==> config.mk <==
export PLATFORM = sky130hd
export DESIGN_NAME = tdm_slot_router
export DESIGN_NICKNAME = d
export VERILOG_FILES = /design/src/rtl/tdm_slot_router.sv
export SDC_FILE = /design/constraint.sdc
export NUM_CORES = 1
export LEC_CHECK = 0
export BUFFER_PORTS_ARGS = -buffer_cell sky130_fd_sc_hd__clkbuf_2
export CAP_MARGIN = 10
export CORE_ASPECT_RATIO = 0.7
export CORE_MARGIN = 5
export CORE_UTILIZATION = 65
export DETAILED_ROUTE_END_ITERATION = 6
export PLACE_DENSITY = 0.84
export SETUP_SLACK_MARGIN = 0.2
export SLEW_MARGIN = 20
export SYNTH_ARGS = -nofsm -noshare
export SYNTH_HDL_FRONTEND = slang
export SYNTH_SLANG_ARGS = --single-unit
export TNS_END_PERCENT = 20
==> constraint.sdc <==
create_clock -name clk -period 5.69 [get_ports clk]
set_input_delay 0.2845 -clock clk [delete_from_list [all_inputs] [get_ports clk]]
set_output_delay 0.2845 -clock clk [all_outputs]
set_load 0.02 [all_outputs]
==> src/rtl/tdm_slot_router.sv <==
module tdm_slot_router #(
  parameter int NCH   = 4,
  parameter int DEPTH = 64
) (
  input  logic                     clk,
  input  logic                     rst_n,
  input  logic                     sync_in,
  input  logic                     rxd_in,
  output logic                     txd_out,
  input  logic                     sof_delay,
  input  logic [1:0]               test_mode,
  input  logic                     tbl_we,
  input  logic                     tbl_dir,
  input  logic [$clog2(DEPTH)-1:0] tbl_addr,
  input  logic [11:0]              tbl_wdata,
  input  logic                     swap_req,
  output logic                     active_bank,
  output logic                     chan_rx_data,
  output logic [NCH-1:0]           chan_rx_en,
  input  logic [NCH-1:0]           chan_tx_data,
  output logic [NCH-1:0]           chan_tx_en,
  output logic [1:0]               rx_strobe,
  output logic [1:0]               tx_strobe
);
  localparam int BANKD = DEPTH / 2;
  localparam int AW    = $clog2(BANKD);

  logic [11:0]    tbl [2][DEPTH];
  logic [11:0]    ent [2];
  logic [NCH-1:0] en_v [2];
  logic [1:0]     go, fin, nrun, npend;
  logic           bank, swap_pend, idle_next;
  logic           tx_line;

  always_ff @(posedge clk)
    if (tbl_we) tbl[tbl_dir][tbl_addr] <= tbl_wdata;

  for (genvar d = 0; d < 2; d++) begin : g_seq
    logic          run, pend, eoe;
    logic [AW-1:0] ix;
    logic [6:0]    ct, len_m1;

    assign ent[d]   = tbl[d][{bank, ix}];
    assign len_m1   = ent[d][4] ? {ent[d][3:0], 3'b111} : {3'b000, ent[d][3:0]};
    assign go[d]    = run | pend | (sync_in & ~sof_delay);
    assign eoe      = (ct == len_m1);
    assign fin[d]   = go[d] & eoe & ent[d][11];
    assign nrun[d]  = go[d] & ~fin[d];
    assign npend[d] = sync_in & sof_delay & (~go[d] | fin[d]);

    always_ff @(posedge clk) begin
      if (!rst_n) begin
        run  <= 1'b0;
        pend <= 1'b0;
        ix   <= '0;
        ct   <= '0;
      end else begin
        run  <= nrun[d];
        pend <= npend[d];
        if (go[d]) begin
          if (eoe) begin
            ct <= '0;
            ix <= fin[d] ? '0 : ix + 1'b1;
          end else begin
            ct <= ct + 1'b1;
          end
        end
      end
    end

    always_comb
      for (int c = 0; c < NCH; c++)
        en_v[d][c] = go[d] && (ent[d][7:5] == 3'(c));
  end

  assign idle_next = ~|nrun & ~|npend;

  always_ff @(posedge clk) begin
    if (!rst_n) begin
      bank      <= 1'b0;
      swap_pend <= 1'b0;
    end else if ((swap_pend | swap_req) && idle_next) begin
      bank      <= ~bank;
      swap_pend <= 1'b0;
    end else if (swap_req) begin
      swap_pend <= 1'b1;
    end
  end

  assign tx_line      = ~|(en_v[1] & ~chan_tx_data);
  assign txd_out      = (test_mode == 2'd1) ? rxd_in :
                        (test_mode == 2'd2) ? 1'b1 :
                        (go[1] & ent[1][10]) ? 1'b1 : tx_line;
  assign chan_rx_data = ((test_mode == 2'd2) || (go[0] & ent[0][10])) ? tx_line : rxd_in;
  assign chan_rx_en   = en_v[0];
  assign chan_tx_en   = en_v[1];
  assign rx_strobe    = go[0] ? ent[0][9:8] : 2'b00;
  assign tx_strobe    = go[1] ? ent[1][9:8] : 2'b00;
  assign active_bank  = bank;
endmodule


==> flow_summary.yaml <==
run_status:
  status: "complete, but fails checks"
  failed_checks: "DRC"
synthesis:
  synth_top_area_cell: "edfxtp_1"
  yosysWarnings: 0
  ys_seq_elements: 1566
  synth.avg_cell_area_um2: 21.8
  synth_edf_count: 1536
  ys_seq_area_share_pct: 76.2
  synth_nets: 2856
  synthFlopType: "edfxtp_1"
  synth_top_area_share_pct: 75.2
  yosysUniqueCellTypes: 81
  synthesis.area_mm2: 0.0613
  ys_top_cells_by_area: "edfxtp_1, mux4_2, mux2i_1"
  async_reset_ff_share_pct: 0
  syn_inst: 2820
clocking:
  cts_resized: 0
  post-cts-setup-buffer-count: 0
  htree_num_levels: 4
  path_clk_slew_ns: 0.06
  clkSinkCount: 1566
  cts_buffers: 140
  cts.path.max_buffers: 3
  cts_root_buffer: "clkbuf_16"
  clock_latency_ns: 0.74
  cts_tree: "yes"
  hold_buffers: 6
floorplan:
  die_x_um: 377
  ios: 47
  die_y_um: 267
  core_mm2: 0.0939
  die-area_mm2: 0.101
  start_util_pct: 65.4
  rows: 94
worst_hold_path:
  hold_end: "tbl[0][249]"
  holdPathStages: 1
  hold_path.startpoint: "tbl_wdata[9]"
  min_path_type: "in2reg"
placed_design:
  gp_congestion: 0.909
  pre_cts_ws_ns: 1.17
  hpwl_um: 90300
  dp_cells: 4048
  place_area_mm2: 0.0631
  port_buffers: 46
layout:
  final_cell_mix: "edfxtp_1, mux4_2, clkbuf_16"
  drive_gt1_share_pct: 28.4
  final_util_pct: 72.5
  syn2layout_area_growth_pct: 10.9
  final_area_mm2: 0.0680
  mostFrequentLayoutCell: "edfxtp_1"
  fin_cells: 4316
  nNetsFinal: 2986
worst_setup_path:
  r2r_start: "g_seq[1].ix[3]"
  startpoint_type: "flop"
  crit_arrival_ns: 4.96
  ff2ff_path_depth: 9
  ff2ff_setup_slack_ns: 0.82
  cp-end-kind: "output port"
  worstPathRequired_ns: 5.41
  reg2reg_to: "active_bank"
  critPathKind: "reg2out"
  cp_max_fo: 23
sta:
  finalMaxSlewViolations: 0
  setup_violations: 0
  worst_pin_slew_ns: 1.35
  finalCriticalPeriod_ns: 5.24
  rsz0062_at_grt: "false"
  fmaxAchievable_mhz: 191
  hold_viol: 0
  fin_tns_setup_ns: 0
  skew_ns: 0.0214
  fin_ws_ns: 0.449
  finalCritPeriodShare_pct: 92.1
  max_slew_margin_pct: 10.1
routing:
  ant_nets: 0
  post_drt_wl_per_cell_um: 36.6
  via_count: 32342
  viasPerCell: 7.49
  drc: 2
  drt_pass1_iterations: 7
  drt_wl_total_um: 158000
  drt-initial-drc-count: 6158
power_and_ir_drop:
  ir_worst_vdd_v: 0.000304
  power.density_mw_per_mm2: 338
  leakagePower_nw: 20.3
grt:
  grt_pass1_vias: 31836
  grt_usage_pct: 32.0
  antenna_found_initial: 17
  grt_pass1_wl_um: 228000
  grt_max_degree: 121
  overflow: 0
run:
  drv_cap: 0
## registers in the layout, summed over array words and instances, names as in the netlist
name,cells
g_seq.ix,10
g_seq.pend,2
active_bank,1
g_seq.run,2
g_seq.ct,14
tbl,1536
swap_pend,1
## report_power, final
part | switching [mW] | internal [mW] | leakage (nW) | total (mW)
Combinational | 0.392 | 0.115 | 3.97 | 0.508
Sequential | 0.0240 | 12.7 | 14.1 | 12.7
Clock | 4.21 | 5.59 | 2.28 | 9.79
Total | 4.62 | 18.4 | 20.3 | 23.0
## routing by layer
| layer | vias to the layer above | track usage (%) | wire [µm] |
|---|---|---|---|
| met5 | - | 0 | 98 |
| met4 | 14 | 9.19 | 4620 |
| met3 | 410 | 10.1 | 23700 |
| met2 | 3083 | 48.6 | 73900 |
| met1 | 16692 | 46.2 | 55800 |
| li1 | 12143 | - | - |
## synth_stat cells, drive strengths merged (3+ instances only)
cell type	instances
xor2	4
inv	10
a22oi	10
a31oi	8
nand4	9
or3	9
edfxtp	1536
nor4	5
a21oi	19
ha	4
o211ai	7
buf	97
a32oi	4
o22a	3
or3b	3
a221oi	20
mux2	15
nand3b	3
nor2b	21
and2	15
nand2	46
nand2b	11
a2111oi	7
nor3	11
and3	4
a211o	6
a221o	3
xnor2	11
a21o	7
a211oi	8
o21ai	23
clkbuf	51
o221ai	19
mux4	402
a22o	7
nand3	20
nor2	188
dfxtp	30
mux2i	114
o22ai	12
o21a	10
## critical path, cell delays in order, from the launching register on
cell and delay, ns:
dfxtp_1 1.08, inv_2 0.63, buf_4 0.41, mux4_2 0.59, mux4_2 0.51, or2_2 0.35
nor4_1 0.29, o22ai_1 0.15, clkbuf_2 0.18
## per-stage QoR
stage / hold WS (ns) / power, mW
2_1_floorplan: 0.383 / 13.2
3_3_place_gp: 0.525 / 13.4
3_5_place_dp: 0.529 / 13.5
4_1_cts: 0.0118 / 23.0
5_1_grt: 0.0837 / 23.6
6_report: 0.0845 / 23.0
## area by class of cell
cell class	instances	area [µm²]
Multi-Input combinational cell	1095	13900
Inverter	11	41.3
Tap cell	1248	1560
Clock inverter	73	847
Timing Repair Buffer	136	1040
Antenna cell	6	15.0
Sequential cell	1566	46700
Fill cell	4887	25800
Clock buffer	181	3830
## kinds of logic after synthesis
kind of cell               synth area share [%]
DFF                                        76.2
xor gates and xnor gates                  0.226
buffers and inverters                      1.50
AOI/OAI and AO/OA                          2.43
adders and majority gates                0.0816
and+or+nand+nor                            2.70
muxes                                      16.9
## worst max-delay path by stage
stage	slack [ns]	to	startpoint	cells after the start
5_1_grt	0.34	txd_out	g_seq[1].ix[3]	9
3_3_place_gp	1.43	active_bank	g_seq[1].ix[1]	10
6_report	0.45	txd_out	g_seq[1].ix[3]	8
4_1_cts	0.53	txd_out	g_seq[1].ix[3]	9
3_5_place_dp	1.17	g_seq[0].ct[2]	g_seq[0].ix[2]	10
2_1_floorplan	1.78	chan_rx_en[0]	g_seq[0].ix[1]	11
(Power assumes the default switching activity.)
